`src/rtl/fpctl_pkg.sv`:
```
package fpctl_pkg;
  localparam int CSR_W     = 32;
  localparam int FLAG_W    = 5;
  localparam int RM_W      = 3;
  localparam int ACC_W     = 3;
  localparam int FLAG_LSB  = 0;
  localparam int RM_LSB    = FLAG_LSB + FLAG_W;
  localparam int ACC_LSB   = RM_LSB + RM_W;
  localparam int USED_W    = ACC_LSB + ACC_W;
  localparam int ACC_CODES = 1 << ACC_W;
  localparam int ACC_EVEN  = ACC_CODES / 2;

  localparam logic [RM_W-1:0] RM_DYNAMIC  = 3'b111;
  localparam logic [RM_W-1:0] RM_LAST_OK  = 3'b100;

  typedef enum logic [1:0] {
    VIEW_WHOLE = 2'b00,
    VIEW_ROUND = 2'b01,
    VIEW_FLAGS = 2'b10,
    VIEW_NONE  = 2'b11
  } csr_view_e;
endpackage

```
`src/rtl/fpctl_regs.sv`:
```
module fpctl_regs
  import fpctl_pkg::*;
(
  input  logic              clk,
  input  logic              rst_n,
  input  logic              csr_we,
  input  csr_view_e         csr_view,
  input  logic [CSR_W-1:0]  csr_wdata,
  input  logic              flag_valid,
  input  logic [FLAG_W-1:0] flag_bits,
  output logic [FLAG_W-1:0] flags_q,
  output logic [RM_W-1:0]   frm_q,
  output logic [ACC_W-1:0]  acc_q,
  output logic [CSR_W-1:0]  csr_rdata
);
  logic [FLAG_W-1:0] flags_d;
  logic [RM_W-1:0]   frm_d;
  logic [ACC_W-1:0]  acc_d;
  logic              flags_en, frm_en, acc_en;
  logic              wr_whole, wr_round, wr_flags;
  logic [CSR_W-USED_W-1:0] unused_wr_hi;

  assign unused_wr_hi = csr_wdata[CSR_W-1:USED_W];

  always_comb begin
    wr_whole = csr_we && (csr_view == VIEW_WHOLE);
    wr_round = csr_we && (csr_view == VIEW_ROUND);
    wr_flags = csr_we && (csr_view == VIEW_FLAGS);

    flags_d  = flags_q;
    flags_en = 1'b0;
    if (wr_whole) begin
      flags_d  = csr_wdata[FLAG_LSB +: FLAG_W];
      flags_en = 1'b1;
    end else if (wr_flags) begin
      flags_d  = csr_wdata[FLAG_W-1:0];
      flags_en = 1'b1;
    end else if (flag_valid) begin
      flags_d  = flags_q | flag_bits;
      flags_en = 1'b1;
    end

    frm_d  = frm_q;
    frm_en = 1'b0;
    if (wr_whole) begin
      frm_d  = csr_wdata[RM_LSB +: RM_W];
      frm_en = 1'b1;
    end else if (wr_round) begin
      frm_d  = csr_wdata[RM_W-1:0];
      frm_en = 1'b1;
    end

    acc_en = wr_whole;
    acc_d  = wr_whole ? csr_wdata[ACC_LSB +: ACC_W] : acc_q;
  end

  always_ff @(posedge clk or negedge rst_n) begin
    if (!rst_n) begin
      flags_q <= '0;
      frm_q   <= '0;
      acc_q   <= '0;
    end else begin
      if (flags_en) flags_q <= flags_d;
      if (frm_en)   frm_q   <= frm_d;
      if (acc_en)   acc_q   <= acc_d;
    end
  end

  always_comb begin
    csr_rdata = '0;
    unique case (csr_view)
      VIEW_WHOLE: begin
        csr_rdata[FLAG_LSB +: FLAG_W] = flags_q;
        csr_rdata[RM_LSB +: RM_W]     = frm_q;
        csr_rdata[ACC_LSB +: ACC_W]   = acc_q;
      end
      VIEW_ROUND: csr_rdata[RM_W-1:0]   = frm_q;
      VIEW_FLAGS: csr_rdata[FLAG_W-1:0] = flags_q;
      default:    csr_rdata = '0;
    endcase
  end

  assert_flag_accum_R5: assert property (@(posedge clk) disable iff (!rst_n)
    (flag_valid && !wr_whole && !wr_flags) |=>
      flags_q == ($past(flags_q) | $past(flag_bits)));

  assert_write_wins_R6: assert property (@(posedge clk) disable iff (!rst_n)
    wr_flags |=> flags_q == $past(csr_wdata[FLAG_W-1:0]));

  assert_acc_hold_R2: assert property (@(posedge clk) disable iff (!rst_n)
    !wr_whole |=> $stable(acc_q));

  assert_round_only_R3: assert property (@(posedge clk) disable iff (!rst_n)
    (wr_round && !flag_valid) |=> ($stable(flags_q) && $stable(acc_q)));
endmodule

```
`src/rtl/fpctl_round_sel.sv`:
```
module fpctl_round_sel
  import fpctl_pkg::*;
(
  input  logic [RM_W-1:0] dec_rm,
  input  logic [RM_W-1:0] frm_q,
  output logic [RM_W-1:0] eff_rm,
  output logic            rm_bad
);
  logic dyn_sel;

  always_comb begin
    dyn_sel = (dec_rm == RM_DYNAMIC);
    eff_rm  = dyn_sel ? frm_q : dec_rm;
    rm_bad  = dyn_sel && (frm_q > RM_LAST_OK);
  end
endmodule

```
`src/rtl/fpctl_acc_check.sv`:
```
module fpctl_acc_check
  import fpctl_pkg::*;
#(
  parameter int NUM_CLASSES = 4,
  parameter bit PROMOTE     = 1'b0,
  localparam int CLS_W  = (NUM_CLASSES > 1) ? $clog2(NUM_CLASSES) : 1,
  localparam int MASK_W = NUM_CLASSES * ACC_CODES
)(
  input  logic [ACC_W-1:0]  acc_req,
  input  logic [CLS_W-1:0]  cls,
  input  logic [MASK_W-1:0] mask,
  output logic [ACC_W-1:0]  acc_eff,
  output logic              acc_bad
);
  logic [ACC_CODES-1:0] row;

  always_comb begin
    row = '0;
    for (int c = 0; c < NUM_CLASSES; c++) begin
      if (cls == CLS_W'(c)) row = mask[c*ACC_CODES +: ACC_CODES];
    end
  end

  generate
    if (PROMOTE) begin : g_promote
      localparam int IDX_W = ACC_W - 1;
      logic [IDX_W-1:0] req_idx, best_idx;
      logic             found;
      logic [ACC_EVEN-1:0] unused_odd_bits;

      always_comb begin
        for (int j = 0; j < ACC_EVEN; j++) unused_odd_bits[j] = row[2*j+1];
      end

      always_comb begin
        req_idx  = acc_req[ACC_W-1:1];
        best_idx = '0;
        found    = 1'b0;
        for (int j = 0; j < ACC_EVEN; j++) begin
          if ((IDX_W'(j) <= req_idx) && row[2*j]) begin
            best_idx = IDX_W'(j);
            found    = 1'b1;
          end
        end
        acc_bad = acc_req[0] || !found;
        acc_eff = acc_bad ? acc_req : {best_idx, 1'b0};
      end
    end else begin : g_direct
      always_comb begin
        acc_bad = acc_req[0] || !row[acc_req];
        acc_eff = acc_req;
      end
    end
  endgenerate
endmodule

```
`src/rtl/fpctl_unit.sv`:
```
module fpctl_unit
  import fpctl_pkg::*;
#(
  parameter int NUM_CLASSES = 4,
  parameter bit PROMOTE     = 1'b0,
  localparam int CLS_W  = (NUM_CLASSES > 1) ? $clog2(NUM_CLASSES) : 1,
  localparam int MASK_W = NUM_CLASSES * ACC_CODES
)(
  input  logic              clk,
  input  logic              rst_n,
  input  logic              csr_we,
  input  logic [1:0]        csr_view,
  input  logic [CSR_W-1:0]  csr_wdata,
  output logic [CSR_W-1:0]  csr_rdata,
  input  logic              flag_valid,
  input  logic [FLAG_W-1:0] flag_bits,
  input  logic              dec_valid,
  input  logic [RM_W-1:0]   dec_rm,
  input  logic [CLS_W-1:0]  dec_cls,
  input  logic [MASK_W-1:0] acc_support_mask,
  output logic [RM_W-1:0]   eff_rm,
  output logic [ACC_W-1:0]  eff_acc,
  output logic              trap
);
  logic [FLAG_W-1:0] flags_q;
  logic [RM_W-1:0]   frm_q;
  logic [ACC_W-1:0]  acc_q;
  logic              rm_bad, acc_bad;
  logic [FLAG_W-1:0] unused_flags;

  assign unused_flags = flags_q;

  fpctl_regs u_regs (
    .clk        (clk),
    .rst_n      (rst_n),
    .csr_we     (csr_we),
    .csr_view   (csr_view_e'(csr_view)),
    .csr_wdata  (csr_wdata),
    .flag_valid (flag_valid),
    .flag_bits  (flag_bits),
    .flags_q    (flags_q),
    .frm_q      (frm_q),
    .acc_q      (acc_q),
    .csr_rdata  (csr_rdata)
  );

  fpctl_round_sel u_round (
    .dec_rm (dec_rm),
    .frm_q  (frm_q),
    .eff_rm (eff_rm),
    .rm_bad (rm_bad)
  );

  fpctl_acc_check #(
    .NUM_CLASSES (NUM_CLASSES),
    .PROMOTE     (PROMOTE)
  ) u_acc (
    .acc_req (acc_q),
    .cls     (dec_cls),
    .mask    (acc_support_mask),
    .acc_eff (eff_acc),
    .acc_bad (acc_bad)
  );

  assign trap = dec_valid && (rm_bad || acc_bad);

  assert_dyn_invalid_R8: assert property (@(posedge clk) disable iff (!rst_n)
    (dec_valid && dec_rm == RM_DYNAMIC && frm_q > RM_LAST_OK) |-> trap);

  assert_odd_acc_R10: assert property (@(posedge clk) disable iff (!rst_n)
    (dec_valid && acc_q[0]) |-> trap);

  assert_idle_no_trap_R12: assert property (@(posedge clk) disable iff (!rst_n)
    !dec_valid |-> !trap);

  assert_static_rm_R7: assert property (@(posedge clk) disable iff (!rst_n)
    (dec_rm != RM_DYNAMIC) |-> (eff_rm == dec_rm));

  assert_reserved_zero_R2: assert property (@(posedge clk) disable iff (!rst_n)
    csr_rdata[CSR_W-1:USED_W] == '0);
endmodule

```
`config.mk`:
```
export PLATFORM = sky130hd
export DESIGN_NAME = fpctl_unit
export DESIGN_NICKNAME = d
export VERILOG_FILES = /design/src/rtl/fpctl_pkg.sv /design/src/rtl/fpctl_regs.sv /design/src/rtl/fpctl_round_sel.sv /design/src/rtl/fpctl_acc_check.sv /design/src/rtl/fpctl_unit.sv
export SDC_FILE = /design/constraint.sdc
export NUM_CORES = 1
export LEC_CHECK = 0
export BUFFER_PORTS_ARGS = -buffer_cell sky130_fd_sc_hd__buf_2
export CORE_MARGIN = 4
export CORE_UTILIZATION = 36
export CTS_BUF_LIST = sky130_fd_sc_hd__clkbuf_8
export DETAILED_ROUTE_END_ITERATION = 7
export PLACE_DENSITY = 0.87
export SLEW_MARGIN = 20
export SYNTH_ARGS = -nofsm -noshare
export SYNTH_HDL_FRONTEND = slang
export SYNTH_HIERARCHICAL = 1
export SYNTH_SLANG_ARGS = --single-unit
```
`constraint.sdc`:
```
create_clock -name clk -period 4 [get_ports clk]
set_input_delay 0.2 -clock clk [delete_from_list [all_inputs] [get_ports clk]]
set_output_delay 0.2 -clock clk [all_outputs]
set_load 0.01 [all_outputs]
```
# Word-level counts from Yosys, hierarchy flattened
# Index checks and enable logic that the tools add are counted.
dict set report word_totals {
  regBits 11
  latch_bits 0
  ramBits 0
  rom_bits 0
  inputBits 81
  out_inout_bits 39
  word_cells 47
  n_memories 0
}
dict set report op_classes {
  add_sub_neg 0
  mul 0
  div_mod_pow 0
  magnitude_cmp 2
  n_eq_ne 6
  n_shift 0
  muxes 20
  bitwise 1
  reduce_logical 15
}
# cell n
set op_table {}
lappend op_table {{8-bit 2-to-1 mux} 4}
lappend op_table {{5-bit 2-to-1 mux} 3}
lappend op_table {{3-bit 2-to-1 mux} 3}
lappend op_table {{2-bit equality test, second input constant} 3}
lappend op_table {{1-bit 2-to-1 mux} 6}
lappend op_table {{6-bit 2-to-1 mux} 1}
lappend op_table {{3-bit case mux with 2 select lines} 1}
lappend op_table {{1-bit logical AND} 5}
lappend op_table {{5-bit bitwise OR} 1}
lappend op_table {{2-bit by 1-bit equality test with 1-bit output, second input constant} 2}
lappend op_table {{2-bit logical NOT} 2}
lappend op_table {{3-bit by 4-bit less-than comparator with 1-bit output, second input constant} 1}
lappend op_table {{2-bit AND reduction} 2}
lappend op_table {{1-bit binary-select mux with 3-bit select} 1}
lappend op_table {{3-bit equality test, second input constant} 1}
lappend op_table {{3-bit > comparator, second input constant} 1}
lappend op_table {{3-bit nonzero test} 1}
lappend op_table {{1-bit logical OR} 2}
lappend op_table {{2-bit 2-to-1 mux} 1}
lappend op_table {{2-bit nonzero test} 1}
lappend op_table {{2-bit OR reduction} 1}
lappend op_table {{1-bit logical NOT} 1}

# Depth between registers and ports, before layout
# Gate-level depths: netlist (run 1).
dict set report logic_depth {
  depth_word 11
  mapped_depth 6
  ltp_nobuf 5
}

# Hierarchy
# Netlist (run 1), hierarchy kept.
# module instances cells_each area_each_um2 seq_area_each_um2
set modules_own_cells {}
lappend modules_own_cells {fpctl_regs 1 75 747.0 275.3}
lappend modules_own_cells {fpctl_acc_check 1 19 192.7 0.0}
lappend modules_own_cells {fpctl_round_sel 1 10 53.8 0.0}
lappend modules_own_cells {fpctl_unit 1 1 7.5 0.0}

# Least setup slack after synthesis (run 1)
# OpenSTA, ideal clock, no wires.
dict set report synth_timing {
  path_kind {reg-to-output}
  start {register u_regs.acc_q[1]}
  end {output trap}
  t_arrival_ns 1.603
  required_ns 3.800
  slack_ns 2.197
  path_stages_with_launch 6
  n_path_buf 0
  cell_sequence {dfrtp_1 > mux4_2 > or2_0 > and4_4 > o21bai_2 > o21a_1}
}
dict set report synth_via {
  elab_chain_len 6
}
# item line
set synth_lines {}
lappend synth_lines {{from (decl)} fpctl_regs.sv:13} ;# output logic [ACC_W-1:0] acc_q,
lappend synth_lines {{from (signal assigned)} fpctl_regs.sv:61} ;# acc_q <= '0;
lappend synth_lines {{from (signal assigned)} fpctl_regs.sv:65} ;# if (acc_en) acc_q <= acc_d;
lappend synth_lines {{1-bit binary-select mux with 3-bit select} fpctl_acc_check.sv:50} ;# acc_bad = acc_req[0] || !row[acc_req];
lappend synth_lines {{1-bit 2-to-1 mux (not written as such)} fpctl_acc_check.sv:50}
lappend synth_lines {{1-bit logical NOT} fpctl_acc_check.sv:50}
lappend synth_lines {{1-bit logical OR} fpctl_acc_check.sv:50}
lappend synth_lines {{named net acc_bad} fpctl_unit.sv:28} ;# logic rm_bad, acc_bad;
lappend synth_lines {{1-bit logical OR} fpctl_unit.sv:65} ;# assign trap = dec_valid && (rm_bad || acc_bad);
lappend synth_lines {{1-bit logical AND} fpctl_unit.sv:65}
lappend synth_lines {{to (decl)} fpctl_unit.sv:23} ;# output logic trap
# The timed path passes the listed nets, and every way through them passes these cells. The select of a mux whose other input is x is not followed.

# Worst setup path in the final report (run 1)
# Ends and elaborated chain as after synthesis.

==> flow_metrics.tcl, run 1 <==
set metrics [dict create \
    timing.rr.start "u_regs/acc_q[1]" \
    met1Wirelength_um 961 \
    synth_area_um2 1000 \
    nets 247 \
    wire_per_inst_um 12.6 \
    final_common_cell "buf_2" \
    regToRegSetupSlack_ns 3.09 \
    globalRouteOverflowTotal 0 \
    layout_min_cycle_time_ns 2.26 \
    outcome "complete, no violations" \
    avgSynthCellArea_um2 9.53 \
    dr.pass1.iters 4 \
    ctsRootBufferMaster "clkbuf_8" \
    worstSetupEndpointType "output port" \
    dr.first_iter.drc_count 12 \
    grt_pass1_wl_um 3620 \
    seq_power_share 0.381 \
    multi_input_area_um2 591 \
    drive_gt1_frac 0.448 \
    dieHeight_um 60.7 \
    synthDominantCellAreaShare 0.275 \
    post-cts-setup-buffers 0 \
    highest-signal-layer "met4" \
    grt_max_degree 16 \
    synth_seq_cells 11 \
    cts_made_buffers 3 \
    cts_buffer_depth 2 \
    ioPinCount 120 \
    ir_worst_vdd_v 0.000244 \
    core_area_um2 2570 \
    fp-row-count 18 \
    critPathSlowestCell "mux4_2" \
    power.share.clock 0.285 \
    finalHoldViolCount 0 \
    grt_usage 0.132 \
    cp.buffers_inverters 1 \
    reg2reg_to "u_regs/acc_q[1]" \
    finalWirelength_um 2450 \
    leakage_nw 0.659 \
    p_total_uw 386 \
    yosysSeqAreaShare 0.275 \
    hold_depth 2 \
    max_freq_mhz 442 \
    via_per_inst 4.67 \
    cts_resized 0 \
    ant_nets 0 \
    gp_congestion 0.799 \
    clock_skew_ns 0 \
    p_sw_uw 124 \
    port-buffer-count 61 \
    met3_length_um 309 \
    n_fill_cell 252 \
    clk_latency_ns 0.24 \
    n_antenna_cell 0 \
    min_to "u_regs/acc_q[0]" \
    maxCapViolations 0 \
    p_int_uw 263 \
    die_w_um 60.7 \
    finalSetupViolations 0 \
    seqCellArea_um2 275 \
    dp.final_hpwl_um 2020 \
    place_ws_ns 2.00 \
    cts_tree "done" \
    synth_area_leader_cell "dfrtp_1" \
    rsz0062_at_grt "no" \
    combPwrFrac 0.335 \
    report.final.slew_viol_count 0 \
    layout_common_cells "buf_2, conb_1, dfrtp_1" \
    fin_crit_sh 0.565 \
    wl_met2_um 1130 \
    setup_ws_ns 1.74 \
    clkTransAtPathRegs_ns 0.05 \
    grt_pass1_vias 877 \
    critPathMaxStageDelay_ns 0.53 \
    ff2ff_path_depth 1 \
    cpLargestDelayFamily "multiplexers" \
    clock-sinks 11 \
    cp_data_required_time_ns 3.80 \
    hold_start "csr_wdata[8]" \
    netSwitchingFraction 0.320 \
    synth.distinct_cells 32 \
    antenna_found_initial 0 \
    fin_setup_tns_ns 0 \
    start_util 0.390 \
    crit_arrival_ns 2.06 \
    start_kind "flop" \
    area_delta_synth_final_pct 27.4 \
    vias 910 \
    crit_fanout 9 \
    netlist_instances 105 \
    cts-hold-fix-buffers 1 \
    powerDensity_nw_per_um2 303 \
    drc_errors 0 \
    synthTopCellsByArea "dfrtp_1, buf_4, mux2_1" \
    yosysWarningCount 6 \
    crit_chain "mux4_2 > or2_0 > and4_4 > o21bai_2 > o21a_1 > buf_2" \
    dieArea_um2 3690 \
    min-delay-path-class "in -> reg" \
    cts.htree.levels 1 \
    critPathKind "reg -> out" \
]
==> flip-flops by register name, summed over array words and instances (netlist names) <==
| register | flops |
|---|---|
| u_regs/frm_q | 3 |
| u_regs/flags_q | 5 |
| u_regs/acc_q | 3 |
==> final cells by class <==
class / instances / share of cell area
sequential: 11 / 0.216
inverter: 3 / 0.00883
clock buffer: 3 / 0.0324
tap: 30 / 0.0294
timing repair buffer: 62 / 0.247
multi-input combinational: 85 / 0.463
clock inverter: 1 / 0.00294
==> metal layers <==
metal,vias to the layer above,global-route usage
met5,-,0
met4,0,0.0743
met3,5,0.0106
met2,59,0.237
met1,403,0.153
li1,443,-
==> power by group through the flow <==
| stage | clock network, mW | registers, mW | logic (mW) |
|---|---|---|---|
| 2_1_floorplan | 0 | 0.142 | 0.102 |
| 3_3_place_gp | 0 | 0.148 | 0.126 |
| 3_5_place_dp | 0 | 0.149 | 0.128 |
| 4_1_cts | 0.111 | 0.147 | 0.130 |
| 5_1_grt | 0.115 | 0.151 | 0.142 |
| 6_report | 0.110 | 0.147 | 0.129 |
==> worst max path at each step <==
stage	to	from	slack [ns]	cells past startpoint
floorplan	trap	u_regs/acc_q[1]	2.20	5
global placement	trap	u_regs/acc_q[1]	2.02	6
detailed placement	trap	u_regs/acc_q[1]	2.00	6
CTS	trap	u_regs/acc_q[1]	1.73	6
global route	trap	u_regs/acc_q[1]	1.66	6
finish	trap	u_regs/acc_q[1]	1.74	6
==> synth_stat cells <==
library cell / number
nand2b_1: 1
mux4_2: 1
a2111oi_0: 1
nor2b_1: 5
nor2_1: 2
o21bai_2: 1
mux2_1: 6
nor3b_2: 1
a31oi_1: 1
and2_1: 6
nor4_1: 1
buf_4: 24
nor3b_1: 6
and4_4: 1
nor3_2: 1
nand3_1: 1
mux4_1: 1
dfrtp_1: 11
o21a_1: 3
a22o_1: 3
a21oi_1: 10
nand2_1: 3
mux2_2: 4
buf_2: 1
nand3b_1: 1
and2b_1: 1
clkbuf_8: 1
mux2i_1: 2
conb_1: 1
inv_2: 1
or2_0: 1
inv_1: 2
==> kinds of logic (layout without fill, tap and decap cells) <==
group	count (synthesis)	after routing	synth area share
mux	14	14	0.181
other cells	1	21	0.00375
simple gates	31	31	0.205
buf+inv	29	69	0.210
compound gates	19	19	0.125
flops	11	11	0.275
==> stage by stage <==
step / area (um2) / cells / hold WS, ns / util
floorplan: 1080 / 125 / -0.0956 / -
global placement: 1220 / 190 / 0.0757 / 0.475
detailed placement: 1220 / 190 / 0.0770 / 0.475
CTS: 1270 / 195 / 0.176 / 0.497
global route: 1270 / 195 / 0.185 / 0.497
finish: 1270 / 195 / 0.176 / 0.497
(Power assumes the default switching activity.)
==> inputs of run 2 (changes only) <==
ABC_AREA = 1   (was default)
CORE_UTILIZATION = 32   (was 36)
PLACE_DENSITY = 0.78   (was 0.87)
clock period = 1.8 ns   (was 4 ns; I/O delays follow)
==> run 2 against run 1 <==
Synthesized area grew 11%. Largest cell class unchanged. Hold slack lost 0.11 ns. Synthesized cell count grew 64%. Sequential power grew 120%. Highest routed layer unchanged. Global-route usage shrank 1.4 points. Critical endpoint unchanged.
==> flow_metrics.tcl, run 2 <==
set metrics [dict create \
    outcome "complete, no violations" \
    reg.largest.list "u_regs/flags_q (5), u_regs/acc_q (3), u_regs/frm_q (3)" \
    cts_resized 0 \
    yosysSeqAreaShare 0.249 \
    fp-row-count 21 \
    via_per_inst 4.13 \
    ir_worst_vdd_v 0.000401 \
    start_util 0.332 \
    placed_area_um2 1350 \
    cts_made_buffers 3 \
    powerDensity_nw_per_um2 623 \
    synthTopCellsByArea "dfrtp_1, buf_4, nand2_1" \
    synth_edf_count 0 \
    start_kind "flop" \
    crit_fanout 6 \
    report.final.slew_viol_count 0 \
    max_freq_mhz 748 \
    vias 1151 \
    fin_area_um2 1410 \
    leakage_nw 0.868 \
    dr.pass1.iters 4 \
    combPwrFrac 0.361 \
    netSwitchingFraction 0.351 \
    final_common_cell "buf_2" \
    clock-sinks 11 \
    finalSetupViolations 0 \
    grt_max_degree 12 \
    port-buffer-count 61 \
    dp.final_hpwl_um 2280 \
    largest_register_ffs 5 \
    cp_data_required_time_ns 1.71 \
    dieHeight_um 66.8 \
    synth.most_common_cell "nand2_1" \
    fin_crit_sh 0.743 \
    n_antenna_cell 0 \
    maxCapViolations 0 \
    n_fill_cell 370 \
    finalHoldViolCount 0 \
    timing.hold.ws_ns 0.0642 \
    ctsRootBufferMaster "clkbuf_8" \
    synth_area_um2 1110 \
    min-delay-path-class "in -> reg" \
    synth_seq_cells 11 \
    layout_min_cycle_time_ns 1.34 \
    dieArea_um2 4470 \
    power.share.clock 0.270 \
    finalWirelength_um 2630 \
    synth_async_sr_flop_share 1.00 \
    cts_buffer_depth 2 \
    clk_latency_ns 0.23 \
    cts-hold-fix-buffers 1 \
    antenna_found_initial 0 \
    synth_ff_type "dfrtp_1" \
    grt_pass1_vias 1012 \
    nets 315 \
    grt_usage 0.118 \
    regMostFlops "u_regs/flags_q" \
    clkTransAtPathRegs_ns 0.05 \
    synth_common_cells "nand2_1, inv_1, buf_4, nor2_1, nand3_1" \
    core_area_um2 3340 \
    globalRouteOverflowTotal 0 \
    ioPinCount 120 \
    fin_setup_tns_ns 0 \
    utilization 0.421 \
    crit_arrival_ns 1.25 \
    critPathKind "reg -> out" \
    netlist_instances 172 \
    cts.htree.levels 1 \
    drive_gt1_frac 0.339 \
    post-cts-setup-buffers 0 \
    place_ws_ns 0.655 \
    dr.first_iter.drc_count 26 \
    synth_area_leader_cell "dfrtp_1" \
    regToRegSetupSlack_ns 1.06 \
    worstSetupEndpointType "output port" \
    synth.distinct_cells 19 \
    avgSynthCellArea_um2 6.44 \
    seq_power_share 0.369 \
    layout_common_cells "buf_2, nand2_1, inv_1" \
    grt_pass1_wl_um 4060 \
    ant_nets 0 \
    gp_congestion 0.813 \
    synthDominantCellAreaShare 0.249 \
    cts_tree "done" \
    wire_per_inst_um 9.42 \
    p_sw_uw 307 \
    area_delta_synth_final_pct 26.9 \
    rsz0062_at_grt "no" \
    yosysWarningCount 6 \
    clock_skew_ns 0 \
    die_w_um 66.8 \
    drc_errors 0 \
    setup_ws_ns 0.463 \
    p_int_uw 568 \
]
[run 2: layout make-up]
type / instances / area, um2 / area share
Inverter: 27 / 101 / 0.0721
Clock buffer: 3 / 41.3 / 0.0294
Multi-Input combinational cell: 129 / 611 / 0.435
Tap cell: 46 / 57.6 / 0.0410
Timing Repair Buffer: 62 / 315 / 0.224
Sequential cell: 11 / 275 / 0.196
Clock inverter: 1 / 3.75 / 0.00267
[run 2: path summary, 6_finish.rpt]
path | from | to | depth (start not counted)
min in group asynchronous | rst_n | u_regs/flags_q[1] | 2
worst max-delay path | u_regs/acc_q[1] | trap | 7
worst max register to register | u_regs/flags_q[4] | u_regs/flags_q[4] | 2
max in group asynchronous | rst_n | u_regs/acc_q[0] | 2
worst min register to register | u_regs/flags_q[1] | u_regs/flags_q[1] | 2
worst min-delay path | csr_wdata[3] | u_regs/flags_q[3] | 3
[run 2: power by group through the flow]
stage               logic, mW  registers [mW]  clock network [mW]
floorplan               0.240           0.316                   0
global placement        0.310           0.327                   0
detailed placement      0.315           0.326                   0
CTS                     0.318           0.324               0.243
global route            0.360           0.328               0.261
finish                  0.315           0.323               0.236
[run 2: metrics by stage]
stage	power, mW	cells
floorplan	0.556	192
global placement	0.636	274
detailed placement	0.641	274
CTS	0.885	279
global route	0.949	279
finish	0.875	279
[run 2: metal layers]
layer / vias to the layer above / wire (um) / global-route usage
met1: 485 / 1080 / 0.134
li1: 604 / - / -
met2: 58 / 1160 / 0.202
met4: 0 / 27 / 0.0305
met3: 4 / 361 / 0.0472
met5: - / 0 / 0
[run 2: critical path, cell delays in order (launching register included)]
cell	delay, ns
dfrtp_1	0.43
nor2_1	0.12
nand2_1	0.06
nand3_1	0.06
nand3_1	0.07
nor2_1	0.10
nor2_1	0.04
buf_2	0.13
[run 2: logic make-up (layout without fill, tap and decap cells)]
kind of cell	count (synthesis)	after routing	synth area share
AND/OR/NAND/NOR	87	87	0.368
buffers and inverters	52	93	0.268
other	1	21	0.00339
AO/OA/AOI/OAI	21	21	0.112
flip-flops	11	11	0.249
==> inputs of run 3 (changes only) <==
ABC_AREA = 0   (was 1)
CORE_UTILIZATION = 34   (was 32)
PLACE_DENSITY = 0.83   (was 0.78)
clock period = 1.3 ns   (was 1.8 ns; I/O delays follow)
==> run 3 against run 2 <==
The run now ends with setup timing left. Count of clock-buffer cells in the layout unchanged. Register-to-register slack worse by 0.73 ns. Critical path depth down 1. Cell area down 6.4%. Sequential power up 36%. Clock power up 39%. Global-route usage up 0.84 points. Combinational power up 43%.
==> flow_metrics.tcl, run 3 (synthesis gave the netlist of run 1 again) <==
set metrics [dict create \
    grt_max_degree 16 \
    die_w_um 62.3 \
    reg.largest.list "u_regs/flags_q (5), u_regs/acc_q (3), u_regs/frm_q (3)" \
    largest_register_ffs 5 \
    setup_ws_ns -0.557 \
    dr.first_iter.drc_count 14 \
    cp-endpoint "trap" \
    globalRouteOverflowTotal 0 \
    fin_crit_sh 1.43 \
    cp_data_required_time_ns 1.24 \
    crit_fanout 3 \
    outcome "finished, violations left" \
    crit_chain "mux4_2 > or2_0 > and4_4 > o21bai_4 > o21a_1 > buf_2" \
    grt_pass1_wl_um 4090 \
    ioPinCount 120 \
    reg2reg_to "u_regs/acc_q[1]" \
    regMostFlops "u_regs/flags_q" \
    max_freq_mhz 539 \
    met1_usage 0.144 \
    report.final.slew_viol_count 0 \
    rsz0062_at_grt "yes" \
    final_common_cell "buf_2" \
    violations "setup timing" \
    clkTransAtPathRegs_ns 0.05 \
    fin_setup_tns_ns -0.557 \
    cp.buffers_inverters 1 \
    n_fill_cell 285 \
    nets 250 \
    ff2ff_path_depth 2 \
    worstSetupEndpointType "output port" \
    finalSetupViolations 1 \
    port-buffer-count 61 \
    dp.final_hpwl_um 2120 \
    layout_min_cycle_time_ns 1.86 \
    finalWirelength_um 2580 \
    drive_gt1_frac 0.470 \
    start_util 0.360 \
    dieArea_um2 3880 \
    ant_nets 0 \
    critPathSlowestCell "mux4_2" \
    timing.hold.ws_ns 0.0479 \
    met3_usage 0.0559 \
    crit_arrival_ns 1.79 \
    powerDensity_nw_per_um2 924 \
    clock-sinks 11 \
    cpLargestDelayFamily "multiplexers" \
    area_delta_synth_final_pct 31.4 \
    regToRegSetupSlack_ns 0.33 \
    vias 937 \
    n_antenna_cell 0 \
    layout_common_cells "buf_2, conb_1, a21oi_1, dfrtp_1" \
    met2_usage 0.212 \
    fp-row-count 19 \
    clk_latency_ns 0.23 \
    grt_usage 0.126 \
    via_per_inst 4.71 \
    crit_cells 6 \
    cp-startpoint "u_regs/acc_q[1]" \
    cts_made_buffers 3 \
    leakage_nw 0.675 \
    cts_buffer_depth 2 \
    start_kind "flop" \
    dr.pass1.iters 4 \
    ir_worst_vdd_v 0.000896 \
    core_area_um2 2780 \
    finalHoldViolCount 0 \
    post-cts-setup-buffers 0 \
    ctsRootBufferMaster "clkbuf_8" \
    utilization 0.473 \
    min-delay-path-class "in -> reg" \
    critPathMaxStageDelay_ns 0.49 \
    drc_errors 0 \
    grt_pass1_vias 959 \
    wire_per_inst_um 13.0 \
    busiest_layer "met2" \
    antenna_found_initial 0 \
    critPathKind "reg -> out" \
    cts.htree.levels 1 \
    p_total_mw 1.22 \
    dieHeight_um 62.3 \
    clock_skew_ns 0 \
    maxCapViolations 0 \
    cts_tree "done" \
    gp_congestion 0.818 \
    timing.rr.start "u_regs/acc_q[1]" \
]
-- run 3: cell types whose count changed in the layout (fill, tap and decap cells not counted), moves of 8 or more --
cell     change
inv_1       -24
nand2_1     -34
nand3_1     -13
nor2_1      -20
o21ai_0      -8
-- run 3: worst min path at each step --
stage / depth (start not counted) / to / startpoint / slack [ns]
6_report: 2 / u_regs/acc_q[0] / csr_wdata[8] / 0.05
5_1_grt: 2 / u_regs/acc_q[0] / csr_wdata[8] / 0.05
4_1_cts: 2 / u_regs/acc_q[0] / csr_wdata[8] / 0.04
3_5_place_dp: 1 / u_regs/flags_q[2] / rst_n / -0.05
3_3_place_gp: 1 / u_regs/flags_q[3] / rst_n / -0.06
2_1_floorplan: 0 / u_regs/acc_q[0] / rst_n / -0.23
-- run 3: where the power goes --
group | switching, mW | internal [mW] | leakage (nW)
combinational | 0.213 | 0.236 | 0.527
clock | 0.121 | 0.207 | 0.0269
sequential | 0.0454 | 0.394 | 0.121
-- run 3: worst register-to-register path, delay by kind of cell, from the launching register on --
family | cells | cell delay [ns]
flip-flops | 1 | 0.42
multiplexers | 1 | 0.27
buffers and inverters | 1 | 0.16
-- run 3: cell type report --
class,instances,area (um2),share of cell area
multi-input cells,85,606,0.461
repair buffers,65,338,0.257
flip-flops and latches,11,277,0.210
clock buffers,3,41.3,0.0314
well taps,31,38.8,0.0295
inverters,3,11.3,0.00856
clock inverters,1,3.75,0.00285
-- run 3: routing by layer --
layer / part of all wire / vias to the layer above
met5: 0 / -
met4: 0.0074 / 0
met3: 0.14 / 2
met2: 0.45 / 57
met1: 0.40 / 427
li1: - / 451
-- run 3: timing repair --
| action | 4_1_cts | 5_1_grt |
|---|---|---|
| endpoints found under the hold margin | 11 | 0 |
| hold buffers | 1 | 0 |
| setup endpoints to repair | 1 | 1 |
| gates resized for setup | 1 | 1 |
| pin swaps | 2 | 0 |
-- run 3: stage by stage --
| stage | cells | setup slack, ns | instance area (um2) |
|---|---|---|---|
| after global placement | 194 | -0.340 | 1250 |
| after floorplan | 125 | -0.290 | 1080 |
| after CTS | 199 | -0.577 | 1310 |
| after detailed placement | 194 | -0.352 | 1250 |
| after global routing | 199 | -0.655 | 1320 |
| final | 199 | -0.557 | 1320 |
